File: config.mk
export PLATFORM = sky130hd
export DESIGN_NAME = memsel_decoder
export DESIGN_NICKNAME = d
export VERILOG_FILES = /design/src/rtl/memsel_pkg.sv /design/src/rtl/memsel_cfg_regs.sv /design/src/rtl/memsel_region_match.sv /design/src/rtl/memsel_target_map.sv /design/src/rtl/memsel_sel_encode.sv /design/src/rtl/memsel_decoder.sv
export SDC_FILE = /design/constraint.sdc
export NUM_CORES = 1
export LEC_CHECK = 0
export ABC_AREA = 1
export BUFFER_PORTS_ARGS = -buffer_cell sky130_fd_sc_hd__buf_2
export CORE_UTILIZATION = 30
export CTS_CLUSTER_SIZE = 14
export DETAILED_ROUTE_END_ITERATION = 6
export PLACE_DENSITY = 0.67
export SETUP_SLACK_MARGIN = 0.15
export SLEW_MARGIN = 10
export SYNTH_ARGS = -nofsm -noshare
export SYNTH_HDL_FRONTEND = slang
export SYNTH_SLANG_ARGS = --single-unit
File: constraint.sdc
create_clock -name clk -period 3.5 [get_ports clk]
set_input_delay 0.7 -clock clk [delete_from_list [all_inputs] [get_ports clk]]
set_output_delay 0.7 -clock clk [all_outputs]
set_load 0.01 [all_outputs]
File: src/rtl/memsel_pkg.sv
package memsel_pkg;

    typedef enum logic [3:0] {
        TGT_IRAM   = 4'd0,
        TGT_SRAM   = 4'd1,
        TGT_XRAM   = 4'd2,
        TGT_FLASH  = 4'd3,
        TGT_CROM   = 4'd4,
        TGT_XROM   = 4'd5,
        TGT_MROM   = 4'd6,
        TGT_VIDEO  = 4'd7,
        TGT_PERIPH = 4'd8,
        TGT_CLKP   = 4'd9,
        TGT_XWIN   = 4'd10,
        TGT_NONE   = 4'd11
    } tgt_e;

    localparam int NUM_TGT    = 11;
    localparam int NUM_REGION = 12;
    localparam int RIDX_W     = $clog2(NUM_REGION);

    // region numbers
    localparam int RG_LOW      = 0;
    localparam int RG_LOWRAM   = 1;
    localparam int RG_ROMWIN   = 2;
    localparam int RG_VIDEO    = 3;
    localparam int RG_PERIPH   = 4;
    localparam int RG_CLKP     = 5;
    localparam int RG_BOOT     = 6;
    localparam int RG_SRAM     = 7;
    localparam int RG_XRAM     = 8;
    localparam int RG_XWIN     = 9;
    localparam int RG_HIFLASH  = 10;
    localparam int RG_HIXROM   = 11;

    // configuration bit positions
    localparam int MAP_LORAM_OFF = 3;
    localparam int MAP_ROM_EN    = 4;
    localparam int MAP_RAM_EN    = 5;
    localparam int MAP_XWIN_EN   = 6;
    localparam int MAP_HIROM_EN  = 7;
    localparam int BOOT_EXT      = 7;
    localparam int SYS_SRAM_LOW  = 2;

endpackage

File: src/rtl/memsel_cfg_regs.sv
module memsel_cfg_regs #(
    parameter int ADDR_W = 24,
    parameter int DATA_W = 8,
    parameter logic [ADDR_W-1:0] MAP_ADDR  = 24'h00DF27,
    parameter logic [ADDR_W-1:0] BOOT_ADDR = 24'h00DF40,
    parameter logic [ADDR_W-1:0] SYS_ADDR  = 24'h00DF41
) (
    input  logic              clk,
    input  logic              rst_n,
    input  logic [ADDR_W-1:0] addr,
    input  logic              we,
    input  logic [DATA_W-1:0] wdata,
    output logic [DATA_W-1:0] map_q,
    output logic [DATA_W-1:0] boot_q,
    output logic [DATA_W-1:0] sys_q
);

    logic hit_map;
    logic hit_boot;
    logic hit_sys;

    always_comb begin
        hit_map  = we && (addr == MAP_ADDR);
        hit_boot = we && (addr == BOOT_ADDR);
        hit_sys  = we && (addr == SYS_ADDR);
    end

    always_ff @(posedge clk or negedge rst_n) begin
        if (!rst_n) begin
            map_q  <= '0;
            boot_q <= '0;
            sys_q  <= '0;
        end else begin
            if (hit_map)  map_q  <= wdata;
            if (hit_boot) boot_q <= wdata;
            if (hit_sys)  sys_q  <= wdata;
        end
    end


    map_load_chk: assert property (@(posedge clk) disable iff (!rst_n)
        (we && addr == MAP_ADDR) |=> (map_q == $past(wdata)));


    boot_load_chk: assert property (@(posedge clk) disable iff (!rst_n)
        (we && addr == BOOT_ADDR) |=> (boot_q == $past(wdata)));


    cfg_hold_chk: assert property (@(posedge clk) disable iff (!rst_n)
        !(we && (addr == MAP_ADDR || addr == BOOT_ADDR || addr == SYS_ADDR))
        |=> ($stable(map_q) && $stable(boot_q) && $stable(sys_q)));

endmodule

File: src/rtl/memsel_region_match.sv
module memsel_region_match #(
    parameter int ADDR_W = 24,
    parameter int NREG   = 12,
    parameter logic [NREG*ADDR_W-1:0] LO = '0,
    parameter logic [NREG*ADDR_W-1:0] HI = '0,
    localparam int IDX_W = $clog2(NREG)
) (
    input  logic              clk,
    input  logic              rst_n,
    input  logic [ADDR_W-1:0] addr,
    output logic [IDX_W-1:0]  region_idx,
    output logic              region_hit
);

    logic [NREG-1:0] hits;

    generate
        for (genvar g = 0; g < NREG; g++) begin : g_cmp
            localparam logic [ADDR_W-1:0] B_LO = LO[g*ADDR_W +: ADDR_W];
            localparam logic [ADDR_W-1:0] B_HI = HI[g*ADDR_W +: ADDR_W];
            assign hits[g] = (addr >= B_LO) && (addr <= B_HI);
        end
    endgenerate

    always_comb begin
        region_idx = '0;
        region_hit = 1'b0;
        for (int i = NREG - 1; i >= 0; i--) begin
            if (hits[i]) begin
                region_idx = IDX_W'(i);
                region_hit = 1'b1;
            end
        end
    end


    region_overlap_chk: assert property (@(posedge clk) disable iff (!rst_n)
        $onehot0(hits));

endmodule

File: src/rtl/memsel_target_map.sv
module memsel_target_map
    import memsel_pkg::*;
#(
    parameter int DATA_W = 8
) (
    input  logic              clk,
    input  logic              rst_n,
    input  logic [RIDX_W-1:0] region_idx,
    input  logic              region_hit,
    input  logic              we,
    input  logic              cart_n,
    input  logic [DATA_W-1:0] map_q,
    input  logic [DATA_W-1:0] boot_q,
    input  logic [DATA_W-1:0] sys_q,
    output tgt_e              tgt
);

    logic rom_en;
    logic ram_en;
    logic split_wr;
    tgt_e low_rom;

    always_comb begin
        rom_en   = map_q[MAP_ROM_EN];
        ram_en   = map_q[MAP_RAM_EN];
        split_wr = we && rom_en && ram_en;
        low_rom  = cart_n ? TGT_FLASH : TGT_CROM;
    end

    always_comb begin
        tgt = TGT_NONE;
        if (region_hit) begin
            case (int'(region_idx))
                RG_LOW:     tgt = sys_q[SYS_SRAM_LOW] ? TGT_SRAM : TGT_IRAM;
                RG_LOWRAM:  tgt = (ram_en && !map_q[MAP_LORAM_OFF]) ? TGT_SRAM : TGT_NONE;
                RG_ROMWIN: begin
                    if (!rom_en)       tgt = TGT_NONE;
                    else if (split_wr) tgt = TGT_SRAM;
                    else               tgt = low_rom;
                end
                RG_VIDEO:   tgt = TGT_VIDEO;
                RG_PERIPH:  tgt = TGT_PERIPH;
                RG_CLKP:    tgt = TGT_CLKP;
                RG_BOOT: begin
                    if (!boot_q[BOOT_EXT]) tgt = TGT_MROM;
                    else if (rom_en)       tgt = split_wr ? TGT_SRAM : TGT_FLASH;
                    else if (ram_en)       tgt = TGT_SRAM;
                    else                   tgt = TGT_NONE;
                end
                RG_SRAM:    tgt = ram_en ? TGT_SRAM : TGT_NONE;
                RG_XRAM:    tgt = ram_en ? TGT_XRAM : TGT_NONE;
                RG_XWIN:    tgt = map_q[MAP_XWIN_EN] ? TGT_XWIN : TGT_NONE;
                RG_HIFLASH: tgt = map_q[MAP_HIROM_EN] ? TGT_FLASH : TGT_NONE;
                RG_HIXROM:  tgt = map_q[MAP_HIROM_EN] ? TGT_XROM : TGT_NONE;
                default:    tgt = TGT_NONE;
            endcase
        end
    end


    fixed_window_chk: assert property (@(posedge clk) disable iff (!rst_n)
        (region_hit && int'(region_idx) == RG_PERIPH) |-> (tgt == TGT_PERIPH));


    boot_mask_chk: assert property (@(posedge clk) disable iff (!rst_n)
        (region_hit && int'(region_idx) == RG_BOOT && !boot_q[BOOT_EXT]) |-> (tgt == TGT_MROM));


    hirom_gate_chk: assert property (@(posedge clk) disable iff (!rst_n)
        (region_hit && int'(region_idx) >= RG_HIFLASH && !map_q[MAP_HIROM_EN]) |-> (tgt == TGT_NONE));


    split_write_chk: assert property (@(posedge clk) disable iff (!rst_n)
        (region_hit && int'(region_idx) == RG_ROMWIN && we && map_q[MAP_ROM_EN] && map_q[MAP_RAM_EN])
        |-> (tgt == TGT_SRAM));

endmodule

File: src/rtl/memsel_sel_encode.sv
module memsel_sel_encode
    import memsel_pkg::*;
(
    input  tgt_e               tgt,
    output logic [NUM_TGT-1:0] sel,
    output logic               none
);

    generate
        for (genvar g = 0; g < NUM_TGT; g++) begin : g_line
            assign sel[g] = (tgt == tgt_e'(g));
        end
    endgenerate

    assign none = (tgt == TGT_NONE);

endmodule

File: src/rtl/memsel_decoder.sv
module memsel_decoder
    import memsel_pkg::*;
#(
    parameter int ADDR_W = 24,
    parameter int DATA_W = 8,
    parameter logic [ADDR_W-1:0] MAP_ADDR  = 24'h00DF27,
    parameter logic [ADDR_W-1:0] BOOT_ADDR = 24'h00DF40,
    parameter logic [ADDR_W-1:0] SYS_ADDR  = 24'h00DF41,
    parameter logic [NUM_REGION*ADDR_W-1:0] REGION_LO = {
        24'hC80000, 24'hC08000, 24'h400000, 24'h200000,
        24'h010000, 24'h00E000, 24'h00DF80, 24'h00DF20,
        24'h00DF00, 24'h008000, 24'h000200, 24'h000000},
    parameter logic [NUM_REGION*ADDR_W-1:0] REGION_HI = {
        24'hFFFFFF, 24'hC0DEFF, 24'hBFFFFF, 24'h3FFFFF,
        24'h1FFFFF, 24'h00FFFF, 24'h00DFFF, 24'h00DF7F,
        24'h00DF1F, 24'h00DEFF, 24'h007FFF, 24'h0001FF}
) (
    input  logic               clk,
    input  logic               rst_n,
    input  logic [ADDR_W-1:0]  cpu_addr,
    input  logic               cpu_we,
    input  logic [DATA_W-1:0]  cpu_wdata,
    input  logic               cart_n,
    output logic [NUM_TGT-1:0] sel_o,
    output logic               no_sel_o
);

    logic [DATA_W-1:0] map_q;
    logic [DATA_W-1:0] boot_q;
    logic [DATA_W-1:0] sys_q;
    logic [RIDX_W-1:0] region_idx;
    logic              region_hit;
    tgt_e              tgt;

    memsel_cfg_regs #(
        .ADDR_W    (ADDR_W),
        .DATA_W    (DATA_W),
        .MAP_ADDR  (MAP_ADDR),
        .BOOT_ADDR (BOOT_ADDR),
        .SYS_ADDR  (SYS_ADDR)
    ) u_cfg (
        .clk    (clk),
        .rst_n  (rst_n),
        .addr   (cpu_addr),
        .we     (cpu_we),
        .wdata  (cpu_wdata),
        .map_q  (map_q),
        .boot_q (boot_q),
        .sys_q  (sys_q)
    );

    memsel_region_match #(
        .ADDR_W (ADDR_W),
        .NREG   (NUM_REGION),
        .LO     (REGION_LO),
        .HI     (REGION_HI)
    ) u_match (
        .clk        (clk),
        .rst_n      (rst_n),
        .addr       (cpu_addr),
        .region_idx (region_idx),
        .region_hit (region_hit)
    );

    memsel_target_map #(
        .DATA_W (DATA_W)
    ) u_map (
        .clk        (clk),
        .rst_n      (rst_n),
        .region_idx (region_idx),
        .region_hit (region_hit),
        .we         (cpu_we),
        .cart_n     (cart_n),
        .map_q      (map_q),
        .boot_q     (boot_q),
        .sys_q      (sys_q),
        .tgt        (tgt)
    );

    memsel_sel_encode u_enc (
        .tgt  (tgt),
        .sel  (sel_o),
        .none (no_sel_o)
    );


    sel_onehot_chk: assert property (@(posedge clk) disable iff (!rst_n)
        $onehot0(sel_o));


    no_sel_match_chk: assert property (@(posedge clk) disable iff (!rst_n)
        no_sel_o == (sel_o == '0));


    gap_no_sel_chk: assert property (@(posedge clk) disable iff (!rst_n)
        !region_hit |-> no_sel_o);

endmodule

==> metrics, run 1 <==
outcome=completed; post-synthesis sequential area ratio=16.8%; share of cells above drive strength 1=32.9%; Vias/cell=4.71; critical path type=in2out; commonest non-fill, non-tap cell in the layout=buf_2; synthesized area=1040 µm²; IO Pins=48; f_max=322 MHz; crit-path max FO=7; max incr delay on CP=between 0.2 and 0.3 ns; top routing layer used=met4; Worst slew margin=roughly two thirds; metal2 WL=roughly 1300 µm; HP Class=in2async; post-CTS sizing=0; CTS tree=built; Via Count=approximately 1300; clk buf depth=2; most frequent cells in the layout=buf_2, nand2_1, inv_1; Syn. warnings=0; first-pass GRT wire length=approximately 4200 µm; Initial Utilization=31.2%; clk_skew=0 ns; unrepaired setup endpoints after global routing=false; CP endpoint kind=output pin; hpwl dp=2380 µm; max-slew violations=0; drt pass-1 iters=4; crit-path leading delay family=simple AND/OR/NAND/NOR gates; area of the die=3710 µm²; post-route setup TNS=0 ns; leakage=0.772 nW; number of buffers and inverters on the critical path=3; GRT Total Usage=14.8%; top post-synthesis cells by area=dfrtp_1, nand2_1, inv_1, nor2_1, nand3_1; Met3 Routed Length=111 µm; cells after synthesis=182; Final Setup Violations=0; Max-cap violations=0; FF-to-FF Start=u_cfg.map_q[5]$_DFFE_PN0P_; CTS Buf Count=3; clock-pin slew on the worst setup and hold paths=0.05 ns; synthesized area per cell=5.71 µm²; crit path from=cpu_addr[21]; Post-Route WL=2700 µm; Async SR Flop Fraction=100%; H-Tree Depth=1; clock sinks=7; Placer Congestion=0.837; Post-Route M1 WL=1280 µm; Total Power=0.000244 W; number of synthesized flops with an enable pin=0; PortBufs=45; die width=60.9 µm; Synth-to-Final Area Change=29.7%; n_diodes=0; ys flop type=dfrtp_1; fin nets=268; Critical Path Slowest Stage Cell=o21ai_2; post-synth net total=~220; min Tclk post-route=just over 3 ns; Critical Path RT=2.80 ns; Post-CTS Setup Bufs=0; Final Hold Fails=0; period utilisation layout=approximately nine tenths; core area=around 3300 µm²; Least-Margin Pin Slew=0.466 ns; crit path cell chain=buf_2 -> clkinv_1 -> nand2_1 -> o21ai_2 -> nand3_1 -> nor2_1 -> nand3_1 -> nand2_1 -> nand2_1 -> nor2_1 -> nand3_2 -> nor2_2 -> nand2_1 -> nor2_1 -> buf_2; die height=between 60 and 70 µm; post-synth top area share=16.8%; Worst Path Arrival=2.40 ns; Yosys cell types=25; pwr/cell area=between 150 and 200 nW/µm²; number of global-route vias before repair=between 1000 and 1500; WL/cell=between 9 and 10 µm; hold_buf cts=0; Yosys reg bits=7; Clk Latency, worst-skew pair=0.25 ns; DRC viols=0; cell mode on critical path=nand2_1; gr ovfl total=0; VDD IR max=~0.16 mV; FP Rows=21; ANT nets after route=0; largest net degree at the start of global routing=8; Root Buffer=clkbuf_4; initial DRC count=50; leading area contributor after synthesis=dfrtp_1; antenna violations before repair=0; Worst Setup Start Kind=input pin
[per-stage QoR]
step	setup WS (ns)	instance area (µm²)	cells	util (%)	hold slack, ns
6_report	0.399	1350	277	40.4	0.269
5_1_grt	0.157	1350	277	40.4	0.265
4_1_cts	0.387	1350	277	40.4	0.265
3_5_place_dp	0.386	1320	273	39.6	0.496
3_3_place_gp	0.430	1320	273	39.6	0.491
2_1_floorplan	0.697	1040	182	-	0.404
[worst paths after layout]
check                                                    to  slack, ns  depth (start not counted)
worst max-delay path                               sel_o[2]       0.40                         15
worst min-delay path             u_cfg.map_q[4]$_DFFE_PN0P_       0.27                          1
worst max register to register   u_cfg.map_q[5]$_DFFE_PN0P_       2.71                          1
worst min register to register   u_cfg.map_q[7]$_DFFE_PN0P_       0.50                          2
max in group asynchronous       u_cfg.boot_q[7]$_DFFE_PN0P_       3.08                          1
min in group clk                 u_cfg.map_q[7]$_DFFE_PN0P_       0.50                          2
[final cells by class]
| class | count | area (µm²) |
|---|---|---|
| inverters | 35 | 131 |
| repair buffers | 45 | 225 |
| fillers | 390 | 1990 |
| multi-input cells | 140 | 733 |
| clock buffers | 4 | 26.3 |
| well taps | 46 | 57.6 |
| flip-flops and latches | 7 | 175 |
[per-layer routing]
metal | GRT usage [%] | vias up
li1 | - | 693
met1 | 18.1 | 570
met2 | 27.5 | 39
met3 | 1.28 | 2
met4 | 3.90 | 0
met5 | 0 | -
[power by group]
group,internal [W],switching [W]
sequential,0.0000811,0.000000000105
combinational,0.0000358,0.0000548
clock,0.0000434,0.0000285
[synth_stat cells, types with 2 or more instances]
| cell type | instances |
|---|---|
| nor2_1 | 29 |
| inv_1 | 33 |
| nand2_1 | 35 |
| nor2_4 | 2 |
| nand3_2 | 2 |
| o21ai_0 | 4 |
| nor4_1 | 4 |
| o21ai_1 | 2 |
| nor2_2 | 6 |
| nor3_1 | 6 |
| mux2_2 | 4 |
| nand4_1 | 6 |
| nand4_2 | 2 |
| dfrtp_1 | 7 |
| nand3_1 | 19 |
| a21oi_1 | 4 |
| nand2_2 | 9 |
[logic make-up after synthesis]
group	share of synthesized area, %
AO/OA/AOI/OAI	8.91
buffers and inverters	12.6
flip-flops	16.8
multiplexers	4.33
AND/OR/NAND/NOR	57.3
[sequential cells by signal, summed over array words and instances, names as in the netlist]
signal,flops
u_cfg.boot_q,1
u_cfg.map_q,5
u_cfg.sys_q,1
No activity file was read; power rests on OpenSTA's default activity.
==> inputs of run 2 (changes only) <==
--- a/config.mk
+++ b/config.mk
@@ -11,8 +11,9 @@
 export CTS_CLUSTER_SIZE = 14
 export DETAILED_ROUTE_END_ITERATION = 6
-export PLACE_DENSITY = 0.67
+export PLACE_DENSITY = 0.62
 export SETUP_SLACK_MARGIN = 0.15
 export SLEW_MARGIN = 10
 export SYNTH_ARGS = -nofsm -noshare
 export SYNTH_HDL_FRONTEND = slang
+export SYNTH_HIERARCHICAL = 1
 export SYNTH_SLANG_ARGS = --single-unit
==> constraint.sdc (replaced) <==
create_clock -name clk -period 3.5 [get_ports clk]
set_input_delay 0.7 -clock clk [delete_from_list [all_inputs] [get_ports clk]]
set_output_delay 0.7 -clock clk [all_outputs]
set_load 0.1 [all_outputs]
==> run 2 against run 1 <==
Effect of this change: total power is 140% higher; utilization increased by 18 points; worst hold slack better by 0.032 ns; global-route usage rose by 1.4 points; critical path type unchanged.
==> metrics, run 2 <==
outcome=completed; Initial Utilization=32.3% (+1.1 points); cell mode on critical path=nor2_4; share of cells above drive strength 1=52.2% (+19 points); Root Buffer=clkbuf_8; GRT Total Usage=16.2% (+1.4 points); commonest non-fill, non-tap cell in the layout=nand2_1; crit-path leading delay family=simple AND/OR/NAND/NOR gates; Critical Path RT=2.80 ns (about the same); Syn. warnings=6 (+6); Worst Path Arrival=2.71 ns (+0.31 ns); Via Count=1526 (+17%); placed cell area=1810 µm² (+37%); n_diodes=0 (unchanged); synthesized area per cell=5.25 µm² (-8.1%); cells after synthesis=232 (+27%); Worst slew margin=79.8% (+11 points); die height=65.7 µm (+7.9%); Final Hold Fails=0 (unchanged); Post-Route WL=3370 µm (+25%); gr ovfl total=0 (unchanged); ANT nets after route=0 (unchanged); CTS Buf Count=3 (unchanged); pwr/cell area=261 nW/µm² (+44%); DRC viols=0 (unchanged); clock-pin slew on the worst setup and hold paths=0.04 ns (about the same); PortBufs=45 (unchanged); crit path cell chain=buf_8 -> nor2_4 -> nand2_4 -> nor2_4 -> nand2_2 -> a211o_1 -> nand2_4 -> nor2_4 -> a21oi_2 -> nand2_1 -> nor2_2 -> nand3_2 -> inv_4 -> nand2_8 -> nor2_4 -> buf_12; Clk Latency, worst-skew pair=0.22 ns (-0.03 ns); Final Setup Violations=0 (unchanged); first-pass GRT wire length=5730 µm (+38%); Synth-to-Final Area Change=82.1%; critical path type=in2out; Largest register FFs=5 (unchanged); WP depth=16 (+1); post-synth net total=268 (+23%); clk_skew=0 ns (unchanged); clock sinks=7 (unchanged); post-route setup TNS=0 ns (unchanged); R2R depth=2 (+1); IO Pins=48 (unchanged); clk buf depth=2 (unchanged); crit-path max FO=6 (-1); CTS tree=built; area of the multi-input gates=1210 µm² (+65%); FP Rows=22 (+4.8%); CP endpoint kind=output pin; Vias/cell=4.50 (-4.4%); largest net degree at the start of global routing=11 (+3); number of global-route vias before repair=1449 (+34%); VDD IR max=0.173 mV (+11%); antenna violations before repair=0 (unchanged); largest reg by FF count=u_cfg/map_q; leakage=1.10 nW (+42%); max-slew violations=0 (unchanged); core area=3770 µm² (+13%); most frequent cells in the layout=nand2_1, inv_1, buf_2; Reg area=175 µm² (unchanged); area of the die=4320 µm² (+16%); unrepaired setup endpoints after global routing=true; Placer Congestion=0.820 (-2.1%); hpwl dp=2450 µm (+3.0%); fin area=2220 µm² (+64%); Max-cap violations=0 (unchanged); initial DRC count=31 (-38%); Critical Path Slowest Stage Cell=a211o_1; H-Tree Depth=1 (unchanged); number of buffers and inverters on the critical path=3 (unchanged); f_max=293 MHz (-9.1%); WL/cell=9.95 µm (+2.1%); hold_buf cts=0 (unchanged); synthesized area=1220 µm² (+17%); Fill cells=342 (-12%); period utilisation layout=97.5% (+8.9 points); Least-Margin Pin Slew=0.303 ns (-0.163 ns); min Tclk post-route=3.41 ns (+0.312 ns); Worst Setup Start Kind=input pin; die width=65.7 µm (+7.9%); Regs by FF count=u_cfg/map_q (5), u_cfg/boot_q (1), u_cfg/sys_q (1); drt pass-1 iters=4 (unchanged); HP Class=in2async; max incr delay on CP=0.28 ns (about the same); fin nets=328 (+22%); WHS=0.302 ns (+0.0321 ns)
## run 2: cell types whose count changed in the layout (fill, tap and decap cells not counted), moves of 9 or more
cell	delta
nand2_1	+21
buf_12	+13
nor2_4	+19
buf_2	-22
nor2_2	+9
inv_2	+10
nand2_4	+9
buf_4	+12
nor2_1	-14
## run 2: metal layers
metal,wire (µm),GRT usage [%],part of all wire (%)
met5,0,0,0
met1,1520,20.4,45
met2,1750,29.5,52
met4,0,3.53,0
met3,105,1.39,3.1
## run 2: final cells by class
cell class / count / area share, %
clock buffer: 4 / 2.03
tap: 48 / 2.71
timing repair buffer: 57 / 25.9
sequential: 7 / 7.90
inverter: 40 / 7.00
multi-input combinational: 183 / 54.5
## run 2: repair_timing
item / CTS / global route
buffers inserted: 8 / 1
endpoints found under the setup margin: 12 / 12
pin swaps: 43 / 32
gates resized for setup: 46 / 31
## run 2: power by group
| group | total, W | internal [W] | switching (W) |
|---|---|---|---|
| registers | 0.0000813 | 0.0000813 | 0.000000000155 |
| logic | 0.000384 | 0.000142 | 0.000242 |
| clock network | 0.000113 | 0.0000788 | 0.0000344 |
| total | 0.000578 | 0.000302 | 0.000277 |
## run 2: final timing paths
check | start | end | slack [ns]
max in group asynchronous | rst_n | u_cfg/map_q[5]$_DFFE_PN0P_ | 3.04
setup reg to reg | u_cfg/boot_q[7]$_DFFE_PN0P_ | u_cfg/boot_q[7]$_DFFE_PN0P_ | 2.82
hold / removal | rst_n | u_cfg/map_q[6]$_DFFE_PN0P_ | 0.30
hold reg to reg | u_cfg/sys_q[2]$_DFFE_PN0P_ | u_cfg/sys_q[2]$_DFFE_PN0P_ | 0.46
min in group clk | u_cfg/sys_q[2]$_DFFE_PN0P_ | u_cfg/sys_q[2]$_DFFE_PN0P_ | 0.46
setup / recovery | cpu_addr[20] | sel_o[8] | 0.09
## run 2: through the flow
stage / power, W / utilization, % / cells / setup WS, ns
floorplan: 0.000290 / - / 232 / 0.137
global placement: 0.000389 / 48.0 / 326 / 0.0218
detailed placement: 0.000391 / 48.0 / 326 / 0.00363
CTS: 0.000555 / 55.5 / 338 / 0.118
global route: 0.000611 / 58.8 / 339 / -0.0441
finish: 0.000578 / 58.8 / 339 / 0.0875
